$ cat src/rtl/bsel_pkg.sv
package bsel_pkg;
    typedef enum logic [1:0] {
        ST_STANDBY  = 2'd0,
        ST_FLASH    = 2'd1,
        ST_SRAM     = 2'd2,
        ST_CONFLICT = 2'd3
    } bsel_state_e;
endpackage

$ cat src/rtl/bsel_decode.sv
module bsel_decode
    import bsel_pkg::*;
(
    input  logic        flash_en_n,
    input  logic        sram_en_n,
    input  logic        sram_en_hi,
    output bsel_state_e req_state
);
    logic flash_req;
    logic sram_req;

    always_comb begin
        flash_req = !flash_en_n;
        // the SRAM bank needs both of its enables active together
        sram_req  = !sram_en_n && sram_en_hi;
        unique case ({flash_req, sram_req})
            2'b10:   req_state = ST_FLASH;
            2'b01:   req_state = ST_SRAM;
            2'b11:   req_state = ST_CONFLICT;
            default: req_state = ST_STANDBY;
        endcase
    end
endmodule

$ cat src/rtl/bsel_fsm.sv
module bsel_fsm
    import bsel_pkg::*;
(
    input  logic        clk,
    input  logic        rst_n,
    input  bsel_state_e req_state,
    input  logic        oe_n,
    input  logic        we_n,
    output logic        flash_sel,
    output logic        sram_sel,
    output logic        standby,
    output logic        conflict_err,
    output logic        rd_active,
    output logic        flash_wr,
    output logic        sram_wr
);
    bsel_state_e state;
    logic        wr_ok;
    logic        rd_ok;

    always_ff @(posedge clk or negedge rst_n) begin
        if (!rst_n) state <= ST_STANDBY;
        else        state <= req_state;
    end

    always_comb begin
        wr_ok        = !we_n && oe_n;
        rd_ok        = !oe_n;
        flash_sel    = 1'b0;
        sram_sel     = 1'b0;
        standby      = 1'b0;
        conflict_err = 1'b0;
        rd_active    = 1'b0;
        flash_wr     = 1'b0;
        sram_wr      = 1'b0;
        unique case (state)
            ST_STANDBY: standby = 1'b1;
            ST_FLASH: begin
                flash_sel = 1'b1;
                rd_active = rd_ok;
                flash_wr  = wr_ok;
            end
            ST_SRAM: begin
                sram_sel  = 1'b1;
                rd_active = rd_ok;
                sram_wr   = wr_ok;
            end
            ST_CONFLICT: conflict_err = 1'b1;
            default: standby = 1'b1;
        endcase
    end

    assert_conflict_quiet_R4: assert property (@(posedge clk) disable iff (!rst_n)
        conflict_err |-> (!rd_active && !flash_wr && !sram_wr));
endmodule

$ cat src/rtl/bsel_width.sv
module bsel_width #(
    parameter int DQ_W = 16
) (
    input  logic            wide_mode,
    input  logic            rd_active,
    input  logic [DQ_W-1:0] rd_word,
    input  logic [DQ_W-1:0] dq_in,
    output logic [DQ_W-1:0] dq_out,
    output logic [DQ_W-1:0] dq_oe,
    output logic [DQ_W-1:0] wr_data,
    output logic [1:0]      lane_en
);
    localparam int BYTE_W = DQ_W / 2;

    logic              hi_byte;
    logic [BYTE_W-1:0] rd_byte;

    // top pin doubles as the byte address in byte mode
    assign hi_byte = dq_in[DQ_W-1];
    assign rd_byte = hi_byte ? rd_word[DQ_W-1:BYTE_W] : rd_word[BYTE_W-1:0];

    genvar i;
    generate
        for (i = 0; i < DQ_W; i++) begin : g_pin
            if (i < BYTE_W) begin : g_lo
                assign dq_oe[i]  = rd_active;
                assign dq_out[i] = rd_active && (wide_mode ? rd_word[i] : rd_byte[i]);
            end else begin : g_hi
                assign dq_oe[i]  = rd_active && wide_mode;
                assign dq_out[i] = rd_active && wide_mode && rd_word[i];
            end
        end
    endgenerate

    always_comb begin
        if (wide_mode) begin
            wr_data = dq_in;
            lane_en = 2'b11;
        end else begin
            wr_data = {2{dq_in[BYTE_W-1:0]}};
            lane_en = hi_byte ? 2'b10 : 2'b01;
        end
    end
endmodule

$ cat src/rtl/bank_sel_adapter.sv
module bank_sel_adapter
    import bsel_pkg::*;
#(
    parameter int ADDR_W = 20,
    parameter int DQ_W   = 16
) (
    input  logic              clk,
    input  logic              rst_n,
    input  logic              flash_en_n,
    input  logic              sram_en_n,
    input  logic              sram_en_hi,
    input  logic              oe_n,
    input  logic              we_n,
    input  logic              wide_mode,
    input  logic [ADDR_W-1:0] addr_in,
    input  logic [DQ_W-1:0]   dq_in,
    output logic [DQ_W-1:0]   dq_out,
    output logic [DQ_W-1:0]   dq_oe,
    input  logic [DQ_W-1:0]   flash_rdata,
    input  logic [DQ_W-1:0]   sram_rdata,
    output logic [ADDR_W-1:0] mem_addr,
    output logic [DQ_W-1:0]   wr_data,
    output logic [1:0]        lane_en,
    output logic              flash_sel,
    output logic              sram_sel,
    output logic              flash_wr,
    output logic              sram_wr,
    output logic              standby,
    output logic              conflict_err
);
    bsel_state_e     req_state;
    logic            rd_active;
    logic [DQ_W-1:0] rd_word;

    bsel_decode i_decode (
        .flash_en_n (flash_en_n),
        .sram_en_n  (sram_en_n),
        .sram_en_hi (sram_en_hi),
        .req_state  (req_state)
    );

    bsel_fsm i_fsm (
        .clk          (clk),
        .rst_n        (rst_n),
        .req_state    (req_state),
        .oe_n         (oe_n),
        .we_n         (we_n),
        .flash_sel    (flash_sel),
        .sram_sel     (sram_sel),
        .standby      (standby),
        .conflict_err (conflict_err),
        .rd_active    (rd_active),
        .flash_wr     (flash_wr),
        .sram_wr      (sram_wr)
    );

    assign rd_word  = sram_sel ? sram_rdata : flash_rdata;
    assign mem_addr = addr_in;

    bsel_width #(.DQ_W(DQ_W)) i_width (
        .wide_mode (wide_mode),
        .rd_active (rd_active),
        .rd_word   (rd_word),
        .dq_in     (dq_in),
        .dq_out    (dq_out),
        .dq_oe     (dq_oe),
        .wr_data   (wr_data),
        .lane_en   (lane_en)
    );

    assert_flash_pick_R1: assert property (@(posedge clk) disable iff (!rst_n)
        (!flash_en_n && (sram_en_n || !sram_en_hi)) |=> (flash_sel && !sram_sel));
    assert_sram_pair_R2: assert property (@(posedge clk) disable iff (!rst_n)
        (sram_en_n || !sram_en_hi) |=> !sram_sel);
    assert_standby_R3: assert property (@(posedge clk) disable iff (!rst_n)
        (flash_en_n && (sram_en_n || !sram_en_hi)) |=> (standby && !flash_sel && !sram_sel));
    assert_conflict_R4: assert property (@(posedge clk) disable iff (!rst_n)
        (!flash_en_n && !sram_en_n && sram_en_hi) |=> (conflict_err && !flash_sel && !sram_sel));
    assert_bus_float_R5: assert property (@(posedge clk) disable iff (!rst_n)
        (oe_n || !(flash_sel || sram_sel)) |-> (dq_oe == '0));
    assert_pin_top_input_R7: assert property (@(posedge clk) disable iff (!rst_n)
        !wide_mode |-> !dq_oe[DQ_W-1]);
    assert_wr_gate_R8: assert property (@(posedge clk) disable iff (!rst_n)
        (flash_wr || sram_wr) |-> (oe_n && !we_n));
endmodule

$ cat config.mk
export PLATFORM = sky130hd
export DESIGN_NAME = bank_sel_adapter
export DESIGN_NICKNAME = d
export VERILOG_FILES = /design/src/rtl/bsel_pkg.sv /design/src/rtl/bsel_decode.sv /design/src/rtl/bsel_fsm.sv /design/src/rtl/bsel_width.sv /design/src/rtl/bank_sel_adapter.sv
export SDC_FILE = /design/constraint.sdc
export NUM_CORES = 1
export LEC_CHECK = 0
export BUFFER_PORTS_ARGS = -buffer_cell sky130_fd_sc_hd__buf_2
export CORE_MARGIN = 2
export CORE_UTILIZATION = 27
export DETAILED_ROUTE_END_ITERATION = 10
export GPL_TIMING_DRIVEN = 0
export PLACE_DENSITY = 0.8
export SYNTH_ARGS = -nofsm -noshare
export SYNTH_HDL_FRONTEND = slang
export SYNTH_SLANG_ARGS = --single-unit
$ cat constraint.sdc
create_clock -name clk -period 2 [get_ports clk]
set_clock_uncertainty 0.15 [all_clocks]
set_input_delay 0.1 -clock clk [delete_from_list [all_inputs] [get_ports clk]]
set_output_delay 0.1 -clock clk [all_outputs]
set_load 0.02 [all_outputs]
# Word level (Yosys, flattened, before mapping)
# Index checks and enable logic that the tools add are counted.
# word_totals
romBits	0
n_memories	0
output_inout_bits	76
register_bits	2
latch_bits	0
in_bits	76
elab_cells	53
ram_bits	0
# classes
magnitude_cmp	0
n_eq_ne	6
mul	0
mux	21
bitwise_logic	0
reduce_logical	25
div	0
n_shift	0
add_sub_neg	0
# ops
operator	n
$mux W16	2
$logic_and A1 B1 Y1	19
$mux W1	15
$eq A2 B2 Y1 const B	4
$mux W8	1
$pmux W2 S3	1
$eq A2 B1 Y1 const B	2
$logic_not A1 Y1	4
$mux W2	2
$logic_not A2 Y1	1
$reduce_or A2 Y1	1

# Depth between registers and ports, before layout
# Gate-level depths: netlist (run 1).
# logic_depth
ltp_word	6
mapped_depth	6
depth_no_buf	5

# Modules after synthesis
# Synthesis (run 1) repeated with hierarchy kept, for this count alone.
# unflattened
hier_cells	123
hier_area_um2	1072.3
# modules_own_cells
module	seq_area_each_um2	cells_per_inst	area_per_inst_um2	n_inst
bsel_width	0.0	72	524.3	1
bank_sel_adapter	0.0	38	399.1	1
bsel_fsm	50.0	11	131.4	1
bsel_decode	0.0	2	17.5	1

# Least setup slack after synthesis (run 1)
# Ideal clock, no wire load.
# synth_timing
kind	register to output
startpoint	register i_fsm.state[0]
endpoint	output port dq_oe[10]
path_slack_ns	0.167
t_arrival_ns	1.583
path_stages_with_launch	7
n_path_buf	1
required_time_ns	1.750
path_cell_list	dfrtp_1 -> inv_1 -> ha_1 -> nor2b_4 -> nand2_1 -> inv_1 -> buf_4
# synth_via
elab_chain_len	4
elab_cells_between_ends	5
classes_between	eq/ne (2); mux (1); reduce/logical (2)
# synth_lines
item	line_no	source
start, declared	bsel_fsm.sv:17	bsel_state_e state;
start signal, assigned	bsel_fsm.sv:23	else state <= req_state;
$eq A2 B1 Y1 / $eq A2 B2 Y1 (equally long branches)	bsel_fsm.sv:36	unique case (state)
$reduce_or A2 Y1 (no line) *	n/a	
$mux W1 *	bsel_fsm.sv:36	
named net i_fsm.rd_active	bsel_fsm.sv:13	output logic rd_active,
$logic_and A1 B1 Y1 *	n/a	
end, declared	bank_sel_adapter.sv:18	output logic [DQ_W-1:0] dq_oe,
# The timed path passes the listed nets; every way through them passes the cells marked *.

# Worst setup path after layout (run 1)
# layout_timing
startpoint	register i_fsm.state[1]
endpoint	output port dq_out[3]
# layout_via
elab_cells_between_ends	9
classes_between	eq/ne (2); mux (5); reduce/logical (2)
# layout_lines
item	line_no	source
$eq A2 B1 Y1 / $eq A2 B2 Y1 (equally long branches)	bsel_fsm.sv:36	
$reduce_or A2 Y1 (no line) *	n/a	
$mux W1 *	bsel_fsm.sv:36	
named net i_fsm.rd_active	bsel_fsm.sv:13	
$logic_and A1 B1 Y1 *	bsel_width.sv:27	assign dq_out[i] = rd_active && (wide_mode ? rd_word[i] : rd_byte[i]);
end, declared	bank_sel_adapter.sv:17	output logic [DQ_W-1:0] dq_out,
# Marks and branches as above.

==> impl_results.md, run 1 <==
* Total gr overflow at 0
* Final setup fails at 0
* Max reg flops at 2
* Slowest cell delay on critical path at 380 ps
* Clock slew seen by the registers of the worst setup and hold paths at 30 ps
* Number of global-route vias before repair at 943
* Slowest cell on crit path: dfrtp_1
* Antenna cells at 0
* FILL cells at 302
* PortBufs at 131
* Via count at 1,226
* CTS tree: yes
* Synth cell types at 18
* Simple-gate share of the synthesized area at 0.114
* Row count at 20
* Final worst path period share at 0.999
* Register area share after synthesis at 0.0571
* Worst Path Buf+Inv at 2
* Syn Area/Cell at 8.35 sq um
* Total clock buffers created by CTS at 3
* Max-slew headroom at 0.829
* Most common flop cell mapped by yosys: dfrtp_1
* Crit start category: register
* Placer's final routability congestion estimate at 0.709
* Pre-CTS setup slack at -78.9 ps
* Slew @ Worst Pin at 250 ps
* Final net count at 331
* Post-route setup TNS at 0 ps
* Ports at 152
* Final period demand of the worst path at 2000 ps
* Regs by FF count: i_fsm.state x2
* Lkg Pwr at 1.12 nW
* Ys Warns at 0
* Final core utilization at 0.597
* Initial drt markers at 17
* Syn nets at 185
* Crit-path cells: inv_2 -> ha_1 -> nor2b_4 -> nand3b_4 -> o22ai_2 -> buf_6
* Starting Density at 0.285
* Antenna violations before repair at 0
* Clock Path Buffers at 2
* DR DRC count at 0
* Die height at 61.0 um
* Final Hold Vio Count at 0
* Clock Root Buffer: clkbuf_4
* CP required at 1750 ps
* Cell family with most CP delay: simple AND/OR/NAND/NOR gates
* Number of flops mapped to enable cells by yosys at 0
* DR vias/cell at 4.18
* Core ar. at 0.00308 sq mm
* Max Cap Violations at 0
* Ys async rst share at 1.00
* Layout cell share with drive strength beyond 1 at 0.851
* Dpl cells at 280
* Top reg by flops: i_fsm.state
* CP Class: reg2out
* Die area at 0.00372 sq mm
* Final hold slack at 56.6 ps
* Routed length per instance at 11.7 um
* DRT Pass-1 Iters at 4
* Post-Synth XOR/XNOR Area at 0
* Antenna viol nets, final at 0
* Hold crit path type: in2async
* Mux contribution to synthesized area at 0.285
* Final std cells w/o fill at 293
* Arrival time worst endpoint at 1750 ps
* Post-Synth Adder-Cell Area at 0.0571
* Post-Route WL at 3430 um
* Gate Count Post-Synth at 105
* Area grow syn2layout at 110%
* PwrDens at 326 mW/mm^2
* Chip Width at 61.0 um
* Synth Area in Compound Gates at 0.0571
* Mapped Area at 877 sq um
* Largest net degree at the start of global routing at 11
* Critical Path Start: i_fsm.state[1]$_DFF_PN0_
* Global-route wire length before repair at 4050 um
* Fmax at 0.501 GHz
* CP Depth at 6
* Final Max Tran Viols at 0
* Final WS setup at 2.14 ps
* H-tree Lvls at 1
* Yosys reg bits at 2
* Worst-path maximum fanout at 8
* RSZ-0062 raised after global routing: true
* CP Capture Point: dq_out[3]
* Setup crit end kind: output pin
* Outcome: finished clean
* Clock net sink count at 2
* Hpwl dp at 2730 um
* Main combinational cell family by area after synthesis: buffers and inverters
* Max IR drop VDD at 0.179 mV
* Aggregate global-route resource usage at 0.148
through the flow:
step	power [mW]	area, sq um
after floorplan	0.314	877
after global placement	0.456	1590
after detailed placement	0.462	1590
after CTS	0.569	1680
after global routing	0.640	1840
final	0.599	1840
metal layers:
| layer | GRT usage | wire (um) | vias up |
|---|---|---|---|
| met4 | 0.0497 | 27 | 0 |
| li1 | - | - | 600 |
| met3 | 0.0171 | 298 | 2 |
| met5 | 0 | 0 | - |
| met1 | 0.148 | 1070 | 547 |
| met2 | 0.307 | 2030 | 77 |
where the power goes:
part	total (mW)	switching [mW]	internal, mW
clock network	0.0855	0.0195	0.0659
registers	0.0446	0.00174	0.0429
logic	0.469	0.237	0.232
total	0.599	0.259	0.341
cell usage after synthesis (2+ instances only):
cell | n | share of area
nor2_1 | 8 | 0.034
inv_1 | 4 | 0.017
mux2i_1 | 16 | 0.18
nand2_1 | 2 | 0.0086
buf_4 | 44 | 0.38
o22ai_1 | 8 | 0.057
dfrtp_1 | 2 | 0.057
ha_1 | 4 | 0.057
mux2_2 | 8 | 0.10
final cells by class:
class	count	area, sq um	share of cell area
timing repair buffer	141	800	0.435
inverter	4	17.5	0.00953
tap	44	55.1	0.0300
buffer	46	362	0.197
clock buffer	3	22.5	0.0123
sequential	2	50.0	0.0272
multi-input combinational	53	532	0.289
cell usage in the layout, fill, tap and decap left out, types with 2 or more instances in the layout:
cell           synthesis  layout
mux2_2                 8       8
dlygate4sd3_1          0       4
buf_6                  1       8
mux2i_1               16      14
nand2_4                0       2
dfrtp_1                2       2
ha_1                   4       4
buf_4                 44      50
o22ai_2                0       8
mux2i_2                0       2
nor2_1                 8       8
inv_1                  4       2
buf_2                  0     123
clkbuf_4               0       3
buf_12                 1       2
worst min path at each step:
stage,endpoint,cells after the start,startpoint
floorplan,i_fsm.state[0]$_DFF_PN0_,0,rst_n
global placement,i_fsm.state[1]$_DFF_PN0_,1,rst_n
detailed placement,i_fsm.state[0]$_DFF_PN0_,1,rst_n
CTS,i_fsm.state[1]$_DFF_PN0_,2,rst_n
global route,i_fsm.state[1]$_DFF_PN0_,2,rst_n
finish,i_fsm.state[1]$_DFF_PN0_,2,rst_n
logic make-up after synthesis:
family | count (synthesis)
AO/OA/AOI/OAI | 8
flip-flops | 2
multiplexers | 24
AND/OR/NAND/NOR | 17
adder cells (fa/ha/maj) | 4
buffers and inverters | 50
repair_timing:
item	4_1_cts	5_1_grt
hold buffers	4	0
endpoints found under the hold margin	4	0
pin swaps	0	8
setup endpoints to repair	24	16
cloned	0	0
setup buffers	2	4
resized for setup	5	28
No activity file was read; power rests on OpenSTA's default activity.
==> inputs of run 2 (changes only) <==
CTS_BUF_LIST = sky130_fd_sc_hd__clkbuf_16   (was not set)
PLACE_DENSITY = 0.83   (was 0.8)
==> run 2 against run 1 <==
- die area unchanged
- routed wire length increased by 5.8%
- core utilization increased by 3.1 points
- final cell count increased by 0.34%
- count of clock-buffer cells in the layout unchanged
- sequential power about the same
- combinational power increased by 2%
- cell area increased by 5.2%
- first-iteration DRC count increased by 47%
==> impl_results.md, run 2 (synthesized netlist as in run 1, its figures left out) <==
* Max-slew headroom at 0.775
* Post-route setup TNS at 0 ps
* Slew @ Worst Pin at 329 ps
* Crit-path cells: inv_2 -> ha_4 -> nor2b_4 -> nand3b_4 -> o22ai_2 -> buf_6
* PortBufs at 131
* DRT Pass-1 Iters at 4
* Placer's final routability congestion estimate at 0.681
* Net Sw Power at 0.291 mW
* Antenna violations before repair at 0
* Total gr overflow at 0
* CTS tree: yes
* Clock Path Buffers at 2
* Final Max Tran Viols at 0
* Aggregate global-route resource usage at 0.156
* Gate power share at 0.581
* FILL cells at 268
* Max reg flops at 2
* Hold crit path type: in2async
* Final core utilization at 0.628
* CP Class: reg2out
* Clock net sink count at 2
* P_int at 0.533 mW
* DR DRC count at 0
* Fmax at 0.502 GHz
* Final worst path period share at 0.996
* Final setup fails at 0
* Antenna viol nets, final at 0
* Die height at 61.0 um
* CP required at 1750 ps
* Ports at 152
* Hpwl dp at 2790 um
* Max Cap Violations at 0
* Crit start category: register
* Row count at 20
* RSZ-0062 raised after global routing: true
* Area occupied by registers at 50.0 sq um
* DR vias/cell at 4.29
* Final Hold Vio Count at 0
* Area grow syn2layout at 120%
* Arrival time worst endpoint at 1740 ps
* Slowest cell on crit path: dfrtp_1
* Most frequent cells in the layout: buf_2 (122), buf_4 (51), mux2i_1 (14)
* Clock slew seen by the registers of the worst setup and hold paths at 30 ps
* Outcome: finished clean
* Seq pwr share at 0.054
* Top reg by flops: i_fsm.state
* Core ar. at 0.00308 sq mm
* Clock Root Buffer: clkbuf_16
* Slowest cell delay on critical path at 380 ps
* Via count at 1,261
* Initial drt markers at 25
* Clk network pwr share at 0.365
* H-tree Lvls at 1
* Die area at 0.00372 sq mm
* Switch share at 0.353
* Final net count at 332
* Multi-input logic area at 561 sq um
* Antenna cells at 0
* Starting Density at 0.285
* Max IR drop VDD at 0.342 mV
* Post-Route WL at 3620 um
* PwrDens at 426 mW/mm^2
* Routed length per instance at 12.3 um
* Worst-path maximum fanout at 8
* Lkg Pwr at 1.15 nW
* Number of global-route vias before repair at 1,045
* Leading cell type in the layout, fill and taps excluded: buf_2
* Total clock buffers created by CTS at 3
* Regs by FF count: i_fsm.state x2
* Pwr Total at 0.824 mW
* Chip Width at 61.0 um
* Global-route wire length before repair at 4240 um
* Setup crit end kind: output pin
* Layout cell share with drive strength beyond 1 at 0.860
* Largest net degree at the start of global routing at 11
* Final period demand of the worst path at 1990 ps
## run 2: cell count changes in the layout (fill, tap and decap cells not counted), sizes merged
cell / change
buf: +1
## run 2: how the worst max path moves through the flow
| stage | from | slack, ps | to |
|---|---|---|---|
| finish | i_fsm.state[0]$_DFF_PN0_ | 7 | dq_out[1] |
| global route | i_fsm.state[0]$_DFF_PN0_ | -70 | dq_out[6] |
| CTS | i_fsm.state[0]$_DFF_PN0_ | -50 | dq_out[0] |
| detailed placement | i_fsm.state[0]$_DFF_PN0_ | -150 | dq_oe[15] |
| global placement | i_fsm.state[0]$_DFF_PN0_ | -90 | dq_oe[14] |
| floorplan | i_fsm.state[0]$_DFF_PN0_ | 170 | dq_oe[10] |
## run 2: power by group through the flow
stage | Sequential [mW] | Combinational, mW | Clock, mW
6_report | 0.0449 | 0.479 | 0.301
5_1_grt | 0.0452 | 0.509 | 0.309
4_1_cts | 0.0448 | 0.429 | 0.305
3_5_place_dp | 0.0452 | 0.417 | 0
3_3_place_gp | 0.0449 | 0.410 | 0
2_1_floorplan | 0.0447 | 0.269 | 0
## run 2: final cells by class
cell class                      count  share of cell area
Multi-Input combinational cell     53               0.290
Timing Repair Buffer              142               0.421
Inverter                            4             0.00906
Buffer                             46               0.187
Sequential cell                     2              0.0259
Tap cell                           44              0.0285
Clock buffer                        3              0.0388
## run 2: per-stage QoR
step	hold WS, ps	setup slack (ps)	instance area, sq um	instances
3_5_place_dp	-259	-146	1590	280
6_report	52.7	7.46	1930	294
2_1_floorplan	-346	167	877	105
5_1_grt	72.7	-70.1	1930	294
4_1_cts	49.7	-48.2	1720	288
3_3_place_gp	-266	-89.8	1590	280
## run 2: metal layers
| metal | track usage | routed length, um | up-vias |
|---|---|---|---|
| met1 | 0.126 | 1130 | 569 |
| met5 | 0 | 0 | - |
| met4 | 0.0466 | 27 | 0 |
| met2 | 0.361 | 2110 | 85 |
| met3 | 0.0192 | 352 | 2 |
| li1 | - | - | 605 |
## run 2: worst max-delay path: cells and delay by family, from the launching register on
| family | cells | cell delay, ps |
|---|---|---|
| buffers and inverters | 2 | 210 |
| DFF | 1 | 380 |
| adders and majority gates | 1 | 250 |
| AOI/OAI and AO/OA | 1 | 220 |
| and+or+nand+nor | 2 | 450 |
## run 2: repair_timing
item                       in CTS  in global routing
buffers inserted                1                  6
hold buffers                    4                  0
hold endpoints to repair        4                  0
pin swaps                       0                  9
resized for setup               3                 36
setup endpoints to repair      24                 17
==> inputs of run 3 (changes only) <==
--- a/config.mk
+++ b/config.mk
@@ -12,3 +12,2 @@
 export DETAILED_ROUTE_END_ITERATION = 10
-export GPL_TIMING_DRIVEN = 0
 export PLACE_DENSITY = 0.83
==> constraint.sdc (replaced) <==
create_clock -name clk -period 2 [get_ports clk]
set_clock_uncertainty 0.15 [all_clocks]
set_input_delay 0.3 -clock clk [delete_from_list [all_inputs] [get_ports clk]]
set_output_delay 0.3 -clock clk [all_outputs]
set_load 0.02 [all_outputs]
==> run 3 against run 2 <==
- the run now ends with setup timing left
- global-route usage fell by 1.6 points
- core utilization decreased by 13 points
- final cell count is 22% lower
- via count is 22% lower
- clock power hardly changed
- sequential power is 1% lower
- non-clock buffer count decreased by 67
- die area is the same
- worst setup slack worse by 130 ps
- flip-flop and latch count did not move
- largest cell class unchanged
==> impl_results.md, run 3 (synthesized netlist as in run 1, its figures left out) <==
* Post-route setup TNS at -2210 ps
* Initial drt markers at 24
* Layout cell share with drive strength beyond 1 at 0.853
* Fmax at 0.471 GHz
* Total clock buffers created by CTS at 3
* Most frequent cells in the layout: buf_2 (86), buf_4 (24), mux2i_1 (11)
* Arrival time worst endpoint at 1670 ps
* RSZ-0062 raised after global routing: true
* Switch share at 0.345
* Final Max Tran Viols at 0
* Via count at 988
* H-tree Lvls at 1
* Placer's final routability congestion estimate at 0.716
* Chip Width at 61.0 um
* Crit-path cells: inv_2 -> ha_1 -> nor2b_4 -> nand3b_4 -> o22ai_2 -> buf_6
* Setup crit end kind: output pin
* Final setup fails at 24
* Max Cap Violations at 0
* Number of global-route vias before repair at 927
* Failing checks: setup timing
* Hold Crit Depth at 2
* Routed length per instance at 13.3 um
* PortBufs at 111
* Slowest cell delay on critical path at 370 ps
* Hpwl dp at 2320 um
* Net Sw Power at 0.248 mW
* Lkg Pwr at 0.839 nW
* Max-slew headroom at 0.793
* Clock Root Buffer: clkbuf_16
* CP required at 1550 ps
* FILL cells at 307
* Die height at 61.0 um
* Global-route wire length before repair at 3880 um
* Pre-CTS setup slack at 45.6 ps
* P_int at 0.472 mW
* Antenna viol nets, final at 0
* Cell family with most CP delay: simple AND/OR/NAND/NOR gates
* Max reg flops at 2
* Worst-path maximum fanout at 8
* Final WS setup at -124 ps
* Final net count at 266
* Outcome: finished with violations
* Clock slew seen by the registers of the worst setup and hold paths at 30 ps
* PwrDens at 470 mW/mm^2
* Clock net sink count at 2
* Antenna cells at 0
* Row count at 20
* Regs by FF count: i_fsm.state x2
* CP Class: reg2out
* Largest net degree at the start of global routing at 19
* Worst Path Buf+Inv at 2
* DR vias/cell at 4.33
* Leading cell type in the layout, fill and taps excluded: buf_2
* Final period demand of the worst path at 2120 ps
* Total gr overflow at 0
* DR DRC count at 0
* Hold crit path type: in2reg
* Final Hold Vio Count at 0
* Gate power share at 0.521
* Slowest cell on crit path: dfrtp_1
* Die area at 0.00372 sq mm
* Max IR drop VDD at 0.193 mV
* Antenna violations before repair at 0
* Top reg by flops: i_fsm.state
* Clock Path Buffers at 2
* Post-Route WL at 3030 um
* Crit start category: register
* Core ar. at 0.00308 sq mm
* Area grow syn2layout at 74.6%
* Seq pwr share at 0.062
* Ports at 152
* Slew @ Worst Pin at 311 ps
* Final worst path period share at 1.06
* Aggregate global-route resource usage at 0.140
* Clk network pwr share at 0.417
* CP Depth at 6
* DRT Pass-1 Iters at 4
* CTS tree: yes
* Starting Density at 0.285
==> run 3: cell count changes in the layout (fill, tap and decap cells not counted), sizes merged <==
cell	before	now
buf	184	120
dlygate4sd3	4	1
nand2	2	3
==> run 3: metrics by stage <==
| step | power (mW) | hold slack (ps) | cells | utilization | cell area, sq um |
|---|---|---|---|---|---|
| 6_report | 0.720 | 78.0 | 228 | 0.498 | 1530 |
| 5_1_grt | 0.756 | 79.8 | 228 | 0.498 | 1530 |
| 4_1_cts | 0.690 | 71.2 | 225 | 0.450 | 1390 |
| 3_5_place_dp | 0.344 | -60.8 | 216 | 0.375 | 1150 |
| 3_3_place_gp | 0.340 | -62.1 | 216 | 0.375 | 1150 |
| 2_1_floorplan | 0.314 | -146 | 105 | - | 877 |
==> run 3: repair_timing <==
item / 4_1_cts / 5_1_grt
gates cloned: 0 / 1
hold buffers: 1 / 0
buffers inserted: 5 / 3
pin swaps: 8 / 3
endpoints found under the hold margin: 2 / 0
resized for setup: 27 / 36
endpoints found under the setup margin: 24 / 32
==> run 3: worst paths after layout <==
kind                                          start                  endpoint  slack (ps)
min in group asynchronous                     rst_n  i_fsm.state[0]$_DFF_PN0_         250
hold / removal                           flash_en_n  i_fsm.state[0]$_DFF_PN0_          80
max in group asynchronous                     rst_n  i_fsm.state[1]$_DFF_PN0_        1360
setup / recovery           i_fsm.state[1]$_DFF_PN0_                 dq_out[0]        -120
==> run 3: power by group through the flow <==
stage               Sequential [mW]  Clock, mW  Combinational [mW]
floorplan                    0.0447          0               0.269
global placement             0.0448          0               0.295
detailed placement           0.0451          0               0.299
CTS                          0.0442      0.307               0.339
global route                 0.0445      0.310               0.402
finish                       0.0443      0.300               0.375
==> run 3: final cells by class <==
cell class	count	area [sq um]	share of cell area
clock buffers	3	75.1	0.0490
inverters	4	20.0	0.0131
multi-input cells	54	589	0.385
flip-flops and latches	2	50.0	0.0327
well taps	44	55.1	0.0359
repair buffers	121	742	0.484
==> run 3: routing by layer <==
layer,wire [um],vias up,share of wire,track usage
li1,-,471,-,-
met1,988,441,0.33,0.123
met2,1690,68,0.56,0.286
met3,295,8,0.097,0.0256
met4,57,0,0.019,0.0839
met5,0,-,0,0
